===== src/rtl/wbq_pkg.sv =====
package wbq_pkg;
    localparam int unsigned XLEN   = 32;
    localparam int unsigned RIDX_W = 5;
    localparam int unsigned CLS_W  = 4;

    typedef enum logic [1:0] {
        WBK_ALU   = 2'd0,
        WBK_LOAD  = 2'd1,
        WBK_STORE = 2'd2,
        WBK_HOST  = 2'd3
    } wb_kind_e;

    typedef struct packed {
        wb_kind_e            kind;
        logic [RIDX_W-1:0]   dest;
        logic [XLEN-1:0]     data;
    } wb_entry_t;

    typedef enum logic [CLS_W-1:0] {
        OPC_NONE    = 4'd0,
        OPC_ONE_SRC = 4'd1,
        OPC_TWO_SRC = 4'd2,
        OPC_VSHIFT  = 4'd3,
        OPC_LOAD    = 4'd4,
        OPC_STORE   = 4'd5,
        OPC_LUI     = 4'd6
    } op_class_e;
endpackage


===== src/rtl/wbq_search.sv =====
module wbq_search
    import wbq_pkg::*;
#(
    parameter int unsigned DEPTH = 4
) (
    input  wb_entry_t [DEPTH-1:0] entries,
    input  logic [DEPTH-1:0]      valid,
    input  logic [RIDX_W-1:0]     probe,
    output logic                  hit
);
    // Only entries that name a register can match; r0 is never pending.
    always_comb begin
        hit = 1'b0;
        for (int i = 0; i < DEPTH; i++) begin
            if (valid[i] && (entries[i].kind == WBK_ALU || entries[i].kind == WBK_LOAD)
                && entries[i].dest == probe) begin
                hit = 1'b1;
            end
        end
        if (probe == '0) begin
            hit = 1'b0;
        end
    end
endmodule


===== src/rtl/wbq_hazard_sel.sv =====
module wbq_hazard_sel
    import wbq_pkg::*;
(
    input  logic [CLS_W-1:0]  op_class,
    input  logic [RIDX_W-1:0] op_ra,
    input  logic [RIDX_W-1:0] op_rb,
    input  logic [RIDX_W-1:0] op_rd,
    output logic [RIDX_W-1:0] idx0,
    output logic [RIDX_W-1:0] idx1,
    output logic              use0,
    output logic              use1
);
    // Chooses which register indices the two hazard probes look up.
    always_comb begin
        idx0 = op_ra;
        idx1 = op_rb;
        use0 = 1'b0;
        use1 = 1'b0;
        case (op_class_e'(op_class))
            OPC_ONE_SRC, OPC_LOAD: begin
                use0 = 1'b1;
            end
            OPC_TWO_SRC, OPC_VSHIFT, OPC_STORE: begin
                use0 = 1'b1;
                use1 = 1'b1;
            end
            OPC_LUI: begin
                idx0 = op_rd;
                use0 = 1'b1;
            end
            default: begin
                use0 = 1'b0;
                use1 = 1'b0;
            end
        endcase
    end
endmodule


===== src/rtl/wbq_scoreboard.sv =====
module wbq_scoreboard
    import wbq_pkg::*;
#(
    parameter int unsigned DEPTH = 4
) (
    input  logic              clk,
    input  logic              rst_n,
    input  logic              enq_valid,
    input  logic [1:0]        enq_kind,
    input  logic [4:0]        enq_dest,
    input  logic [31:0]       enq_data,
    output logic              enq_ready,
    output logic              head_valid,
    output logic [1:0]        head_kind,
    output logic [4:0]        head_dest,
    output logic [31:0]       head_data,
    input  logic              wb_req,
    output logic              wb_done,
    input  logic              mem_resp_valid,
    input  logic [31:0]       mem_resp_data,
    output logic              mem_pop,
    output logic              rf_we,
    output logic [4:0]        rf_waddr,
    output logic [31:0]       rf_wdata,
    input  logic [4:0]        srch_a_idx,
    output logic              srch_a_hit,
    input  logic [4:0]        srch_b_idx,
    output logic              srch_b_hit,
    input  logic [3:0]        op_class,
    input  logic [4:0]        op_ra,
    input  logic [4:0]        op_rb,
    input  logic [4:0]        op_rd,
    output logic              stall
);
    localparam int unsigned PTR_W      = (DEPTH > 1) ? $clog2(DEPTH) : 1;
    localparam int unsigned CNT_W      = $clog2(DEPTH + 1);
    localparam int unsigned NUM_PROBES = 4;   // two hazard probes, two external ports

    typedef struct packed {
        wb_entry_t [DEPTH-1:0] slot;
        logic [DEPTH-1:0]      valid;
        logic [PTR_W-1:0]      head;
        logic [PTR_W-1:0]      tail;
        logic [CNT_W-1:0]      count;
    } state_t;

    state_t st_q, st_d;

    function automatic logic [PTR_W-1:0] ptr_inc(input logic [PTR_W-1:0] p);
        return (p == PTR_W'(DEPTH - 1)) ? '0 : p + 1'b1;
    endfunction

    // ---------------- hazard operand selection ----------------
    logic [RIDX_W-1:0] hz_idx0, hz_idx1;
    logic              hz_use0, hz_use1;

    wbq_hazard_sel u_sel (
        .op_class (op_class),
        .op_ra    (op_ra),
        .op_rb    (op_rb),
        .op_rd    (op_rd),
        .idx0     (hz_idx0),
        .idx1     (hz_idx1),
        .use0     (hz_use0),
        .use1     (hz_use1)
    );

    // ---------------- associative searches on registered state ----------------
    logic [RIDX_W-1:0]     probe_idx [NUM_PROBES];
    logic [NUM_PROBES-1:0] probe_hit;

    always_comb begin
        probe_idx[0] = hz_idx0;
        probe_idx[1] = hz_idx1;
        probe_idx[2] = srch_a_idx;
        probe_idx[3] = srch_b_idx;
    end

    for (genvar p = 0; p < NUM_PROBES; p++) begin : g_probe
        wbq_search #(.DEPTH(DEPTH)) u_search (
            .entries (st_q.slot),
            .valid   (st_q.valid),
            .probe   (probe_idx[p]),
            .hit     (probe_hit[p])
        );
    end

    assign stall      = (hz_use0 && probe_hit[0]) || (hz_use1 && probe_hit[1]);
    assign srch_a_hit = probe_hit[2];
    assign srch_b_hit = probe_hit[3];

    // ---------------- queue control and writeback ----------------
    wb_entry_t head_e;
    wb_entry_t new_e;
    logic      enq_fire;
    logic      head_mem;

    always_comb begin
        head_e     = st_q.slot[st_q.head];
        head_valid = (st_q.count != '0);
        head_kind  = head_e.kind;
        head_dest  = head_e.dest;
        head_data  = head_e.data;

        enq_ready  = (st_q.count != CNT_W'(DEPTH));
        enq_fire   = enq_valid && enq_ready;
        new_e.kind = wb_kind_e'(enq_kind);
        new_e.dest = enq_dest;
        new_e.data = enq_data;

        head_mem   = (head_e.kind == WBK_LOAD) || (head_e.kind == WBK_STORE);
        wb_done    = wb_req && head_valid && (!head_mem || mem_resp_valid);
        mem_pop    = wb_done && head_mem;
        rf_we      = wb_done && ((head_e.kind == WBK_ALU) || (head_e.kind == WBK_LOAD));
        rf_waddr   = head_e.dest;
        rf_wdata   = (head_e.kind == WBK_LOAD) ? mem_resp_data : head_e.data;

        st_d = st_q;
        if (enq_fire) begin
            st_d.slot[st_q.tail]  = new_e;
            st_d.valid[st_q.tail] = 1'b1;
            st_d.tail             = ptr_inc(st_q.tail);
        end
        if (wb_done) begin
            st_d.valid[st_q.head] = 1'b0;
            st_d.head             = ptr_inc(st_q.head);
        end
        case ({enq_fire, wb_done})
            2'b10:   st_d.count = st_q.count + 1'b1;
            2'b01:   st_d.count = st_q.count - 1'b1;
            default: st_d.count = st_q.count;
        endcase
    end

    always_ff @(posedge clk or negedge rst_n) begin
        if (!rst_n) begin
            st_q <= '0;
        end else begin
            st_q <= st_d;
        end
    end
endmodule


===== config.mk =====
export PLATFORM = sky130hd
export DESIGN_NAME = wbq_scoreboard
export DESIGN_NICKNAME = d
export VERILOG_FILES = /design/src/rtl/wbq_pkg.sv /design/src/rtl/wbq_search.sv /design/src/rtl/wbq_hazard_sel.sv /design/src/rtl/wbq_scoreboard.sv
export SDC_FILE = /design/constraint.sdc
export NUM_CORES = 1
export LEC_CHECK = 0
export ABC_CLOCK_PERIOD_IN_PS = 3400
export BUFFER_PORTS_ARGS = -buffer_cell sky130_fd_sc_hd__buf_2
export CORE_MARGIN = 8
export CORE_UTILIZATION = 45
export CTS_CLUSTER_SIZE = 16
export DETAILED_ROUTE_END_ITERATION = 8
export GPL_TIMING_DRIVEN = 0
export PLACE_DENSITY = 0.74
export SLEW_MARGIN = 0
export SYNTH_ARGS = -nofsm -noshare
export SYNTH_HDL_FRONTEND = slang
export SYNTH_HIERARCHICAL = 1
export SYNTH_SLANG_ARGS = --single-unit

===== constraint.sdc =====
create_clock -name clk -period 3.4 [get_ports clk]
set_input_delay 0 -clock clk [delete_from_list [all_inputs] [get_ports clk]]
set_output_delay 0 -clock clk [all_outputs]
set_load 0.02 [all_outputs]

==> flow_summary_export.csv <==
group,metric,value,unit
clocking,cts_buffer_depth,2,
timing,finalHoldViolCount,0,
power,power.density,1210,nW/µm²
power,p_leak,5.90,nW
clocking,htreeDepth,4,
synthesis,yosysMostFrequentCell,"dfrtp_1",
timing,tns,0,ns
synthesis,syn_inst,855,
setup_path,rrSetupSlack,0.21,ns
synthesis,synth-seq-area-share,39.6,%
worst_hold_path,hold_class,"in -> reg",
floorplan,io_pins,189,
global_route,grt_start_max_net_pins,115,
setup_path,max_stage_delay,0.57,ns
layout,layoutNonFillerInstCount,1418,
place,gp_congestion,0.831,
timing,rsz0062_at_grt,"false",
synthesis,syn_area,10600,µm²
synthesis,synthArstFlopShare,100,%
global_route,grt_pass1_vias,7906,
place,place_worst_setup_slack,-0.843,ns
layout,fin_util,55.6,%
layout,n_antenna_cell,0,
timing,maxSlewViolCount,0,
layout,regMostFlops,"st_q",
layout,top_regs,"st_q (167)",
layout,largest_reg_flops,167,
clocking,tritoncts,"built",
clocking,numClockSinks,167,
synthesis,synthFlopType,"dfrtp_1",
timing,tightest_slew,0.736,ns
synthesis,synth.area.top_cells,"dfrtp_1, mux2_4, mux2_2",
setup_path,cp_top_family,"buffers and inverters",
synthesis,ys_types,36,
detailed_routing,drc,0,
setup_path,critPathSlowestCell,"mux4_2",
timing,finalWorstSetupSlack,0.161,ns
setup_path,path_cells,"clkbuf_4, mux4_2, inv_1, ha_4, nand2b_1, buf_2, o22ai_1, a21oi_1, buf_2",
setup_path,cp_max_fo,10,
timing,worst_slew_margin_rel,51.0,%
floorplan,core_area,23300,µm²
global_route,antenna_found_initial,0,
place,hpwlAfterDp,19300,µm
setup_path,cp.required,3.40,ns
global_route,grt_first_pass_wirelength,43800,µm
detailed_routing,drt_iter0_markers,344,
setup_path,cp.arrival,3.24,ns
synthesis,synthTopCellsByCount,"dfrtp_1, mux2_4, nor2_1",
detailed_routing,routedWlPerCell,19.3,µm
floorplan,num_rows,56,
clocking,root_buffer,"clkbuf_16",
setup_path,path_class,"reg -> out",
timing,fin_crit_sh,95.3,%
synthesis,synth_fp_nets,972,
setup_path,cp_common_cell,"buf_2",
layout,multi_input_area,5480,µm²
clocking,worstSkewPairLatency,0.44,ns
synthesis,avgSynthCellArea,12.4,µm²
floorplan,initial_core_util,45.4,%
layout,nets,1203,
detailed_routing,postRouteAntennaNets,0,
setup_path,crit_path_end_kind,"output pin",
detailed_routing,wl,27400,µm
layout,areaGrowthSynthToFinish,22.4,%
floorplan,dieArea,28600,µm²
place,place_inst,1348,
clocking,post_cts_buffers,0,
floorplan,die_y,169,µm
timing,fmax,0.309,GHz
floorplan,die_w,169,µm
layout,fillCellCount,1990,
timing,clock_skew,0.00785,ns
detailed_routing,vias_per_cell,5.18,
job,maxCapViolCount,0,
synthesis,synth_top_area_cell,"dfrtp_1",
setup_path,cp-start-kind,"flip-flop",
detailed_routing,drt_first_pass_iters,5,
synthesis,yosysWarnings,6,
clocking,cts-buffers-inserted,17,
run_status,status,"finished clean",
detailed_routing,vias,7345,
power,ir_worst_vdd,0.000774,V
synthesis,yosysTopAreaCellShare,39.6,%
clocking,cts.clk_slew.worst_paths,0.06,ns
layout,seq_area,4180,µm²
layout,drive_above_1_share,47.0,%
setup_path,cp.buffers_inverters,4,
global_route,grt_use_total,19.4,%
timing,setup_viol,0,
synthesis,synth-edff-count,0,
place,port_buffers,173,
timing,min_period,3.24,ns
global_route,grt_overflow,0,
synthesis,synth_seq_cells,167,
[path summary, 6_finish.rpt]
path | start | endpoint | cells past startpoint
max in group asynchronous | rst_n | st_q[3] | 3
worst max register to register | st_q[5] | st_q[2] | 13
worst min register to register | st_q[2] | st_q[2] | 1
worst max-delay path | st_q[5] | rf_wdata[28] | 9
min in group asynchronous | rst_n | st_q[137] | 2
worst min-delay path | enq_valid | st_q[4] | 3
[report_power, final]
group / internal, W / switching, W
sequential: 0.00302 / 0.000934
clock: 0.00119 / 0.000856
combinational: 0.00465 / 0.00494
total: 0.00886 / 0.00673
[tightest hold or removal path: cells and delay by family]
family	cells	cell delay (ns)
buffers and inverters	1	0.13
multiplexers	1	0.17
AND/OR/NAND/NOR	1	0.13
[through the flow]
stage          cell area, µm²  total power (W)  hold WS (ns)
6_report                12900           0.0156        0.0196
3_5_place_dp            11900           0.0134       -0.0506
5_1_grt                 12900           0.0166        0.0284
2_1_floorplan           10600           0.0107        -0.296
4_1_cts                 12900           0.0157       0.00735
3_3_place_gp            11800           0.0132         0.281
[cell families (layout without fill, tap and decap cells)]
| logic type | after synthesis | in the layout | synth area share, % |
|---|---|---|---|
| compound gates | 75 | 75 | 4.13 |
| xor+xnor | 83 | 83 | 6.88 |
| fa+ha+maj | 12 | 12 | 1.49 |
| buf+inv | 120 | 364 | 8.70 |
| flops | 167 | 167 | 39.6 |
| mux | 237 | 237 | 31.5 |
| simple gates | 161 | 161 | 7.71 |
[final cells by class]
type | instances | share of cell area, %
Sequential cell | 167 | 32.3
Multi-Input combinational cell | 568 | 42.4
Inverter | 41 | 1.19
Tap cell | 319 | 3.09
Timing Repair Buffer | 214 | 10.1
Buffer | 77 | 6.13
Clock buffer | 18 | 3.40
Clock inverter | 14 | 1.43
[routing by layer]
metal / vias up / part of all wire [%] / global-route usage [%]
met1: 3661 / 45 / 25.5
met4: 0 / 2.4 / 7.39
met3: 45 / 5.1 / 3.72
li1: 3411 / - / -
met2: 228 / 47 / 31.1
met5: - / 0 / 0
[placed cells by master, fill, tap and decap left out, types with 3 or more instances in the layout]
master	instances
nand4_1	16
bufinv_16	3
inv_1	41
nand2b_1	3
inv_6	5
clkbuf_4	6
nor4_1	4
clkinvlp_4	3
clkbuf_1	8
ha_1	10
buf_6	21
a21oi_1	37
a2bb2oi_1	4
nor3_1	6
buf_4	10
xnor2_1	65
nor4b_1	16
and3_4	4
dlygate4sd3_1	40
xor2_1	18
o22ai_1	32
buf_2	184
mux4_2	7
mux2_2	73
nor2_1	103
buf_12	16
mux2_4	156
clkbuf_16	17
dfrtp_1	167
[timing repair]
item | in CTS | in global routing
hold endpoints to repair | 223 | 0
hold buffers | 40 | 0
endpoints found under the setup margin | 37 | 15
gates cloned | 0 | 0
resized for setup | 15 | 7
Power figures use the tool's default switching activity.
